$ cat config.mk
export PLATFORM = sky130hd
export DESIGN_NAME = vl_fetch_aligner
export DESIGN_NICKNAME = d
export VERILOG_FILES = /design/src/rtl/vlfa_pkg.sv /design/src/rtl/vlfa_len_dec.sv /design/src/rtl/vlfa_addr_gen.sv /design/src/rtl/vlfa_byte_buf.sv /design/src/rtl/vl_fetch_aligner.sv
export SDC_FILE = /design/constraint.sdc
export NUM_CORES = 1
export LEC_CHECK = 0
export ABC_AREA = 1
export CORE_ASPECT_RATIO = 1.5
export CORE_MARGIN = 2
export CORE_UTILIZATION = 61
export CTS_BUF_LIST = sky130_fd_sc_hd__clkbuf_8
export CTS_CLUSTER_SIZE = 16
export DETAILED_ROUTE_END_ITERATION = 6
export DONT_BUFFER_PORTS = 1
export PLACE_DENSITY = 0.8
export SETUP_SLACK_MARGIN = 0.15
export SLEW_MARGIN = 25
export SYNTH_ARGS = -nofsm -noshare
export SYNTH_HDL_FRONTEND = slang
export SYNTH_SLANG_ARGS = --single-unit
$ cat constraint.sdc
create_clock -name clk -period 5.3 [get_ports clk]
set_input_delay 1.06 -clock clk [delete_from_list [all_inputs] [get_ports clk]]
set_output_delay 1.06 -clock clk [all_outputs]
set_load 0.01 [all_outputs]
$ cat src/rtl/vlfa_pkg.sv
package vlfa_pkg;

   // fetch length sets
   localparam logic [1:0] MODE_WORD  = 2'd0;
   localparam logic [1:0] MODE_HALF  = 2'd1;
   localparam logic [1:0] MODE_TRI   = 2'd2;

   typedef enum logic [1:0] {
      LEN_16 = 2'd0,
      LEN_24 = 2'd1,
      LEN_32 = 2'd2
   } len_code_e;

   function automatic logic [2:0] len_to_bytes(input len_code_e c);
      case (c)
         LEN_16:  len_to_bytes = 3'd2;
         LEN_24:  len_to_bytes = 3'd3;
         default: len_to_bytes = 3'd4;
      endcase
   endfunction

endpackage

$ cat src/rtl/vlfa_len_dec.sv
module vlfa_len_dec
   import vlfa_pkg::*;
#(
   parameter bit ALLOW_24 = 1'b1
) (
   input  logic [1:0] mode_i,
   input  logic [7:0] first_byte_i,
   output len_code_e  len_o
);

   logic [3:0] nib;
   logic       short_fmt;
   logic       tri_fmt;
   logic       tri_en;

   assign nib       = first_byte_i[7:4];
   assign short_fmt = nib[3];
   assign tri_fmt   = (nib == 4'b0101) || (nib == 4'b0110) || (nib == 4'b0111);

   generate
      if (ALLOW_24) begin : g_tri
         assign tri_en = mode_i[1];
      end else begin : g_no_tri
         assign tri_en = 1'b0;
      end
   endgenerate

   always_comb begin
      if (mode_i == MODE_WORD) begin
         len_o = LEN_32;
      end else if (short_fmt) begin
         len_o = LEN_16;
      end else if (tri_en && tri_fmt) begin
         len_o = LEN_24;
      end else begin
         len_o = LEN_32;
      end
   end

endmodule

$ cat src/rtl/vlfa_addr_gen.sv
module vlfa_addr_gen #(
   parameter int unsigned     ADDR_W     = 16,
   parameter logic [ADDR_W-1:0] RESET_ADDR = '0
) (
   input  logic              clk,
   input  logic              rst_n,
   input  logic [1:0]        mode_i,
   input  logic              redir_i,
   input  logic [ADDR_W-1:0] redir_addr_i,
   input  logic              adv_i,
   output logic [ADDR_W-1:0] addr_o,
   output logic [1:0]        skip_o
);

   localparam logic [ADDR_W-1:0] STEP = ADDR_W'(4);

   generate
      if (ADDR_W < 3) begin : g_bad_w
         $error("vlfa_addr_gen: ADDR_W must be at least 3");
      end
      if (RESET_ADDR[1:0] != 2'b00) begin : g_bad_rst
         $error("vlfa_addr_gen: RESET_ADDR must be word aligned");
      end
   endgenerate

   logic [ADDR_W-1:0] addr_q;
   logic [1:0]        skip_q;

   always_ff @(posedge clk or negedge rst_n) begin
      if (!rst_n) begin
         addr_q <= RESET_ADDR;
         skip_q <= 2'b00;
      end else if (redir_i) begin
         addr_q <= {redir_addr_i[ADDR_W-1:2], 2'b00};
         skip_q <= (mode_i == 2'd0) ? 2'b00 : redir_addr_i[1:0];
      end else if (adv_i) begin
         addr_q <= addr_q + STEP;
         skip_q <= 2'b00;
      end
   end

   assign addr_o = addr_q;
   assign skip_o = skip_q;


   addr_aligned_chk: assert property (@(posedge clk) disable iff (!rst_n)
      addr_q[1:0] == 2'b00);


   addr_hold_chk: assert property (@(posedge clk) disable iff (!rst_n)
      (!redir_i && !adv_i) |=> $stable(addr_q));


   redir_word_chk: assert property (@(posedge clk) disable iff (!rst_n)
      redir_i |=> (addr_q[ADDR_W-1:2] == $past(redir_addr_i[ADDR_W-1:2])));

endmodule

$ cat src/rtl/vlfa_byte_buf.sv
module vlfa_byte_buf #(
   parameter int unsigned BUF_BYTES = 8
) (
   input  logic                          clk,
   input  logic                          rst_n,
   input  logic                          flush_i,
   input  logic [2:0]                    pop_i,
   input  logic                          push_i,
   input  logic [31:0]                   word_i,
   input  logic [1:0]                    skip_i,
   output logic [31:0]                   head_o,
   output logic [$clog2(BUF_BYTES+1)-1:0] cnt_o,
   output logic                          room_o
);

   localparam int unsigned CNT_W = $clog2(BUF_BYTES + 1);
   localparam int unsigned IW    = $clog2(BUF_BYTES + 5);
   localparam int unsigned BW    = BUF_BYTES * 8;

   generate
      if (BUF_BYTES < 7) begin : g_bad_depth
         $error("vlfa_byte_buf: BUF_BYTES must be at least 7");
      end
   endgenerate

   logic [BW-1:0]    buf_q;
   logic [CNT_W-1:0] cnt_q;
   logic [IW-1:0]    rem;
   logic [IW-1:0]    take;
   logic [BW-1:0]    shifted;
   logic [31:0]      wsh;
   logic [7:0]       nxt_b [BUF_BYTES];

   assign rem     = IW'(cnt_q) - IW'(pop_i);
   assign take    = push_i ? (IW'(4) - IW'(skip_i)) : '0;
   assign room_o  = (rem + IW'(4)) <= IW'(BUF_BYTES);
   assign shifted = buf_q >> {pop_i, 3'b000};
   assign wsh     = word_i >> {skip_i, 3'b000};

   generate
      for (genvar i = 0; i < int'(BUF_BYTES); i++) begin : g_byte
         localparam logic [IW-1:0] POS = IW'(i);
         logic [IW-1:0] woff;
         assign woff = POS - rem;
         assign nxt_b[i] = (POS < rem)        ? shifted[8*i +: 8] :
                           (POS < rem + take) ? wsh[{woff[1:0], 3'b000} +: 8] :
                                                8'h00;
      end
   endgenerate

   always_ff @(posedge clk or negedge rst_n) begin
      if (!rst_n) begin
         cnt_q <= '0;
         buf_q <= '0;
      end else if (flush_i) begin
         cnt_q <= '0;
         buf_q <= '0;
      end else begin
         cnt_q <= CNT_W'(rem + take);
         for (int i = 0; i < int'(BUF_BYTES); i++) begin
            buf_q[8*i +: 8] <= nxt_b[i];
         end
      end
   end

   assign head_o = buf_q[31:0];
   assign cnt_o  = cnt_q;


   cnt_bound_chk: assert property (@(posedge clk) disable iff (!rst_n)
      cnt_q <= CNT_W'(BUF_BYTES));


   pop_covered_chk: assert property (@(posedge clk) disable iff (!rst_n)
      IW'(pop_i) <= IW'(cnt_q));


   push_room_chk: assert property (@(posedge clk) disable iff (!rst_n)
      (push_i && !flush_i) |-> room_o);


   flush_empty_chk: assert property (@(posedge clk) disable iff (!rst_n)
      flush_i |=> (cnt_q == '0));

endmodule

$ cat src/rtl/vl_fetch_aligner.sv
module vl_fetch_aligner
   import vlfa_pkg::*;
#(
   parameter int unsigned       ADDR_W     = 16,
   parameter int unsigned       BUF_BYTES  = 8,
   parameter bit                ALLOW_24   = 1'b1,
   parameter logic [ADDR_W-1:0] RESET_ADDR = '0
) (
   input  logic              clk,
   input  logic              rst_n,
   input  logic [1:0]        mode_i,
   input  logic              redir_i,
   input  logic [ADDR_W-1:0] redir_addr_i,
   output logic              mem_en_o,
   output logic [ADDR_W-1:0] mem_addr_o,
   input  logic [31:0]       mem_rdata_i,
   output logic              ins_valid_o,
   input  logic              ins_ready_i,
   output logic [31:0]       ins_data_o,
   output logic [1:0]        ins_len_o
);

   localparam int unsigned CNT_W = $clog2(BUF_BYTES + 1);

   logic [31:0]      head;
   logic [CNT_W-1:0] cnt;
   logic             room;
   logic [1:0]       skip;
   len_code_e        len;
   logic [2:0]       need;
   logic [2:0]       pop;
   logic             fire;
   logic             fetch;

   vlfa_len_dec #(
      .ALLOW_24 (ALLOW_24)
   ) u_len (
      .mode_i       (mode_i),
      .first_byte_i (head[7:0]),
      .len_o        (len)
   );

   assign need        = len_to_bytes(len);
   assign ins_valid_o = cnt >= CNT_W'(need);
   assign fire        = ins_valid_o && ins_ready_i && !redir_i;
   assign pop         = fire ? need : 3'd0;
   assign fetch       = !redir_i && ins_ready_i && room;

   vlfa_byte_buf #(
      .BUF_BYTES (BUF_BYTES)
   ) u_buf (
      .clk     (clk),
      .rst_n   (rst_n),
      .flush_i (redir_i),
      .pop_i   (pop),
      .push_i  (fetch),
      .word_i  (mem_rdata_i),
      .skip_i  (skip),
      .head_o  (head),
      .cnt_o   (cnt),
      .room_o  (room)
   );

   vlfa_addr_gen #(
      .ADDR_W     (ADDR_W),
      .RESET_ADDR (RESET_ADDR)
   ) u_addr (
      .clk          (clk),
      .rst_n        (rst_n),
      .mode_i       (mode_i),
      .redir_i      (redir_i),
      .redir_addr_i (redir_addr_i),
      .adv_i        (fetch),
      .addr_o       (mem_addr_o),
      .skip_o       (skip)
   );

   assign mem_en_o   = fetch;
   assign ins_len_o  = len;
   assign ins_data_o = {head[7:0],
                        head[15:8],
                        (len != LEN_16) ? head[23:16] : 8'h00,
                        (len == LEN_32) ? head[31:24] : 8'h00};


   word_mode_len_chk: assert property (@(posedge clk) disable iff (!rst_n)
      (ins_valid_o && mode_i == MODE_WORD) |-> (ins_len_o == 2'd2));


   pad_zero_chk: assert property (@(posedge clk) disable iff (!rst_n)
      (ins_valid_o && ins_len_o == 2'd0) |-> (ins_data_o[15:0] == 16'h0000));


   stall_hold_chk: assert property (@(posedge clk) disable iff (!rst_n)
      (ins_valid_o && !ins_ready_i && !redir_i) |=>
         (ins_valid_o && $stable(ins_data_o) && $stable(ins_len_o)));


   stall_addr_chk: assert property (@(posedge clk) disable iff (!rst_n)
      (!ins_ready_i && !redir_i) |=> $stable(mem_addr_o));


   redir_gap_chk: assert property (@(posedge clk) disable iff (!rst_n)
      redir_i |=> !ins_valid_o);

endmodule

==> flow_metrics.tcl, run 1 <==
set metrics [dict create \
    syn_area_um2 7510 \
    dr.first_iter.drc_count 800 \
    grt_max_degree 85 \
    timing.critical_path.buf_inv 9 \
    critPathMostFrequentCell "nand2_1" \
    status "finished, final reports clean" \
    ir_worst_vdd_mv 0.410 \
    area_delta_synth_final_pct 5.58 \
    ys_types 36 \
    critical_path_class "in2reg" \
    synth_top_area_cell "dfrtp_1" \
    fp.coreArea_um2 12000 \
    clkSinkCount 84 \
    max-slew-margin-rel_pct 44.6 \
    die_area_um2 13200 \
    seq_area_frac_synth_pct 28.0 \
    synthCells 1218 \
    timing.fmax_ghz 0.207 \
    fin_nets 1251 \
    synth_fa_ha_area_share_pct 3.03 \
    clock-skew-final_ns 0.0150 \
    worstPathArrival_ns 5.10 \
    instances_no_fill 1338 \
    synth.area.top_cells "dfrtp_1 28%, nand2_1 19%, nand3_1 15%, inv_1 5.6%, a21oi_1 4.9%" \
    end_kind "register" \
    vias_per_cell 6.19 \
    ant_nets 0 \
    synth_compound_area_share_pct 11.9 \
    critPathSlowestCell "ha_4" \
    cts_buffers 9 \
    dp_slack_ns -0.103 \
    cpPeakStageDelay_ns 0.25 \
    cp_max_fo 10 \
    hold_buffers 0 \
    clk_pin_slew_ns 0.10 \
    avgSynthCellArea_um2 6.17 \
    die_h_um 140 \
    path_depth 38 \
    ys_seq_elements 84 \
    min_period_over_period_pct 91.2 \
    synth_edf_count 0 \
    die_w_um 94.6 \
    finalCriticalPeriod_ns 4.83 \
    synth_top_family_by_area "simple AND/OR/NAND/NOR gates" \
    yosys.area_share.xor_xnor_pct 1.05 \
    numPortBuffers 0 \
    drcViolationCount 0 \
    cp_top_family "simple AND/OR/NAND/NOR gates" \
    worstSkewPairLatency_ns 0.38 \
    initial_utilization_pct 62.5 \
    clk_path_buf_depth 2 \
    htree_levels 3 \
    grt_pass1_wl_mm 40.1 \
    finalHoldViolCount 0 \
    cts_root_buf "clkbuf_8" \
    synth_mux_area_share_pct 0 \
    grt.total_usage_pct 39.5 \
    async_flop_share_pct 100 \
    powerDensity_nw_per_um2 745 \
    grt.overflow.total 0 \
    routedWlPerCell_um 19.3 \
    wl_mm 25.8 \
    ff2ff_path_depth 36 \
    via_count 8280 \
    cts_tree "done" \
    synthSimpleGateAreaFrac_pct 43.0 \
    diodes 0 \
    place_inst 1320 \
    setup_viol 0 \
    yosysTopAreaCellShare_pct 28.0 \
    rows 49 \
    synth_warnings 0 \
    gp_congestion 0.990 \
    rsz0062_at_grt "false" \
    tightest_slew_ns 0.830 \
    fin_total_pwr_uw 5910 \
    io_pins 106 \
    cap_violations 0 \
    cp.required_ns 5.56 \
    leakage_uw 0.00388 \
    drt_pass1_iterations 7 \
    grt_pass1_vias 7735 \
    dp_hpwl_mm 19.1 \
    slew_viol_final 0 \
    worst_slack_ns 0.469 \
    antenna_found_initial 0 \
    ys.flop_type "dfrtp_1" \
    drive_gt1_share_pct 9.20 \
    worstSetupStartpointType "input pin" \
    holdCritPathClass "in2async" \
]
final timing paths:
path	from	to	slack [ns]
setup / recovery	mode_i[1]	u_buf.buf_q[17]	0.47
hold / removal	rst_n	u_buf.buf_q[57]	0.36
setup reg to reg	u_buf.buf_q[4]	u_buf.buf_q[17]	0.57
hold reg to reg	u_buf.buf_q[3]	u_buf.buf_q[3]	0.55
max in group asynchronous	rst_n	u_buf.buf_q[20]	4.78
min in group clk	u_buf.buf_q[3]	u_buf.buf_q[3]	0.55
stage by stage:
stage          cell area [µm²]  hold slack (ns)  utilization [%]  TNS [ns]
5_1_grt                   7930            0.347             66.0         0
4_1_cts                   7900            0.357             65.7         0
6_report                  7930            0.360             66.0         0
2_1_floorplan             7800            0.443                -    -11.45
3_3_place_gp              7690            0.532             64.0    -0.131
3_5_place_dp              7690            0.534             64.0    -0.589
flip-flops by register name, summed over array words and instances (netlist names):
name	cells
u_addr.addr_o	14
u_addr.skip_o	2
u_buf.buf_q	64
u_buf.cnt_o	4
cell families (layout without fill, tap and decap cells):
| kind of cell | after synthesis | in the layout |
|---|---|---|
| AND/OR/NAND/NOR | 734 | 734 |
| buffers and inverters | 212 | 178 |
| AO/OA/AOI/OAI | 161 | 161 |
| flip-flops | 84 | 84 |
| adder cells (fa/ha/maj) | 17 | 17 |
| XOR/XNOR | 9 | 9 |
| other | 1 | 2 |
layer usage:
metal | global-route usage (%) | up-vias | wire length (µm)
li1 | - | 3921 | -
met1 | 46.5 | 3719 | 9310
met2 | 62.8 | 501 | 12100
met3 | 9.04 | 139 | 2400
met4 | 27.3 | 0 | 1980
met5 | 0 | - | 0
cells in the final DEF, fill, tap and decap left out, types with 10 or more instances in the layout:
master    count
nand3_1     225
o211ai_1     18
dfrtp_1      84
nor2_1       52
inv_1       108
clkbuf_8     10
inv_2        12
buf_4        34
a21oi_1      72
o21ai_0      47
nand4_1      41
nand2_1     384
layout make-up:
| type | count | area [µm²] |
|---|---|---|
| fill | 1193 | 4080 |
| sequential | 84 | 2100 |
| inverter | 128 | 498 |
| multi-input combinational | 923 | 4680 |
| clock buffer | 10 | 138 |
| clock inverter | 6 | 71.3 |
| timing repair buffer | 34 | 255 |
| tap | 153 | 191 |
power breakdown:
group / leakage [µW] / internal (µW) / total [µW] / switching [µW]
Sequential: 0.00111 / 873 / 1140 / 269
Clock: 0.000105 / 236 / 507 / 272
Combinational: 0.00266 / 1350 / 4260 / 2910
cells in the mapped netlist, types with 2 or more instances:
library cell,instances
buf_4,31
clkinv_1,3
a21oi_1,74
o211ai_1,18
fa_1,2
inv_2,11
dfrtp_1,84
inv_1,113
nor2_4,4
nor2_1,56
nor3_1,3
ha_1,15
xor2_1,6
o221ai_1,4
nand2_2,5
nand3_1,225
buf_1,7
buf_2,26
nand2b_1,4
clkbuf_1,16
xnor2_1,3
nand3_2,4
o21ai_1,6
o21ai_0,50
o22ai_1,3
buf_6,4
nand4_1,41
nand2_1,389
a22oi_1,4
repair_timing:
action / in CTS / in global routing
setup buffers: 0 / 2
resized for setup: 0 / 4
endpoints found under the setup margin: 0 / 24
worst reg2reg max path, delay by kind of cell (launching register included):
family                     cells  cell delay, ns
AOI/OAI and AO/OA              5            0.61
and+or+nand+nor               17            1.53
DFF                            1            0.45
buffers and inverters         10            1.13
adders and majority gates      4            0.91
No activity file was read; power rests on OpenSTA's default activity.
==> run 2: changes to the inputs <==
Settings changed: CORE_UTILIZATION 61 to 65, PLACE_DENSITY 0.8 to 0.81.
Clock period 5.3 ns to 6 ns, I/O delays scaled along.
==> run 2 against run 1 <==
Critical path type unchanged. Sequential power is 14% lower. Clock skew is 0.0039 ns lower. Worst setup slack better by 0.0056 ns. Critical endpoint is now u_buf.buf_q[23]. Power is 15% lower. Cell count is 1.2% lower. Global-route usage is 0.92 points higher. Final area is 3.2% lower. Hold slack better by 0.14 ns.
==> flow_metrics.tcl, run 2 (synthesis gave the netlist of run 1 again) <==
set metrics [dict create \
    cp.required_ns 6.27 \
    min_period_over_period_pct 92.1 \
    powerDensity_nw_per_um2 652 \
    hold_buffers 0 \
    grt.busiest_layer "met2" \
    cts_tree "done" \
    ff2ff_path_depth 33 \
    timing.fmax_ghz 0.181 \
    die_area_um2 12500 \
    path_depth 33 \
    fp.coreArea_um2 11400 \
    critical_path_class "in2reg" \
    fin_nets 1239 \
    tightest_slew_ns 0.833 \
    cts_root_buf "clkbuf_8" \
    rsz0062_at_grt "true" \
    finalCriticalPeriod_ns 5.53 \
    dp_hpwl_mm 17.8 \
    fin_total_pwr_uw 5000 \
    worstSetupStartpointType "input pin" \
    internal-power_uw 2050 \
    design_area_um2 7680 \
    ant_nets 0 \
    slew_viol_final 0 \
    dr.first_iter.drc_count 1046 \
    area_delta_synth_final_pct 2.18 \
    crit_path_end "u_buf.buf_q[23]" \
    rows 48 \
    end_kind "register" \
    critPathMostFrequentCell "nand2_1" \
    grt_util_met3_pct 8.40 \
    place_area_um2 7430 \
    p_sw_share_pct 59.0 \
    pwr-share-clk_pct 9.6 \
    grt_pass1_wl_mm 39.1 \
    grt_use_met2_pct 66.0 \
    clkSinkCount 84 \
    drcViolationCount 0 \
    largest_reg_flops 64 \
    vias_per_cell 6.19 \
    p_switching_uw 2950 \
    dp_slack_ns -0.0120 \
    setup_viol 0 \
    gp_congestion 1.01 \
    drive_gt1_share_pct 7.08 \
    ir_worst_vdd_mv 0.403 \
    timing.critical_path.buf_inv 9 \
    grt_pass1_vias 7512 \
    critPathSlowestCell "fa_2" \
    worstPathArrival_ns 5.80 \
    final_cell_mix "387 x nand2_1, 225 x nand3_1, 109 x inv_1" \
    die_w_um 91.8 \
    grt_max_degree 85 \
    mostFrequentLayoutCell "nand2_1" \
    top_register "u_buf.buf_q" \
    die_h_um 136 \
    htree_levels 3 \
    use_met1_pct 47.6 \
    numPortBuffers 0 \
    grt.overflow.total 0 \
    cap_violations 0 \
    routedWlPerCell_um 18.6 \
    diodes 0 \
    clk_pin_slew_ns 0.10 \
    crit_start "mode_i[1]" \
    cp_max_fo 11 \
    drt_pass1_iterations 6 \
    cpPeakStageDelay_ns 0.35 \
    clock-skew-final_ns 0.0111 \
    r2r_start "u_buf.buf_q[7]" \
    finalHoldViolCount 0 \
    wl_mm 24.6 \
    cp_top_family "adder cells" \
    seqPwrFrac_pct 19.6 \
    cts_buffers 9 \
    antenna_found_initial 0 \
    worst_slack_ns 0.474 \
    status "finished, final reports clean" \
    io_pins 106 \
    worstSkewPairLatency_ns 0.38 \
    max-slew-margin-rel_pct 44.4 \
    leakage_uw 0.00382 \
    via_count 8187 \
    initial_utilization_pct 65.8 \
    r2r-end "u_buf.buf_q[23]" \
    grt.total_usage_pct 40.4 \
    r2r_slack_ns 0.70 \
    power_frac_comb_pct 70.8 \
    clk_path_buf_depth 2 \
    holdCritPathClass "in2async" \
]
==> run 2: changes by cell type in the layout (fill, tap and decap cells not counted), sizes merged <==
cell and delta:
buf -12, bufinv +1, clkinv -1, inv -1
==> run 2: routing by layer <==
layer  part of all wire (%)  up-vias  wire length [µm]
li1                       -     3894                 -
met1                     35     3627              8690
met2                     47      513             11600
met3                    9.4      153              2310
met4                    8.1        0              1980
met5                      0        -                 0
==> run 2: power by group through the flow <==
stage	logic [µW]	registers [µW]	clock network (µW)
3_5_place_dp	3370	983	0
4_1_cts	3390	974	479
2_1_floorplan	2550	906	0
6_report	3540	981	480
5_1_grt	3900	999	500
3_3_place_gp	3330	983	0
==> run 2: layout make-up <==
type,instances,area [µm²]
fill,1129,3730
clock buffer,10,138
timing repair buffer,22,165
sequential,84,2100
multi-input combinational,923,4510
tap,150,188
clock inverter,5,85.1
inverter,128,488
==> run 2: worst min path at each step <==
stage	slack, ns	cells after the start	endpoint
finish	0.50	0	u_buf.buf_q[43]
global route	0.50	0	u_buf.buf_q[43]
CTS	0.50	0	u_buf.cnt_o[0]
detailed placement	0.53	2	u_buf.buf_q[11]
global placement	0.53	2	u_buf.buf_q[11]
floorplan	0.45	2	u_buf.buf_q[11]
==> run 2: repair_timing <==
action,CTS,global route
endpoints found under the setup margin,0,29
setup buffers,0,2
gates resized for setup,0,3
==> run 2: stage by stage <==
step                      util [%]  std cells  TNS [ns]  hold slack, ns
after floorplan                  -       1219         0           0.450
after global placement        65.1       1305         0           0.531
after detailed placement      65.1       1305   -0.0120           0.534
after CTS                     67.1       1320         0           0.504
after global routing          67.3       1322         0           0.496
final                         67.3       1322         0           0.502
==> run 2: worst register-to-register path, delay by kind of cell, from the launching register on <==
| kind | cells | cell delay (ns) |
|---|---|---|
| AND/OR/NAND/NOR | 13 | 1.33 |
| XOR/XNOR | 1 | 0.29 |
| AO/OA/AOI/OAI | 4 | 0.59 |
| adder cells (fa/ha/maj) | 5 | 1.47 |
| flip-flops | 1 | 0.45 |
| buffers and inverters | 10 | 1.10 |
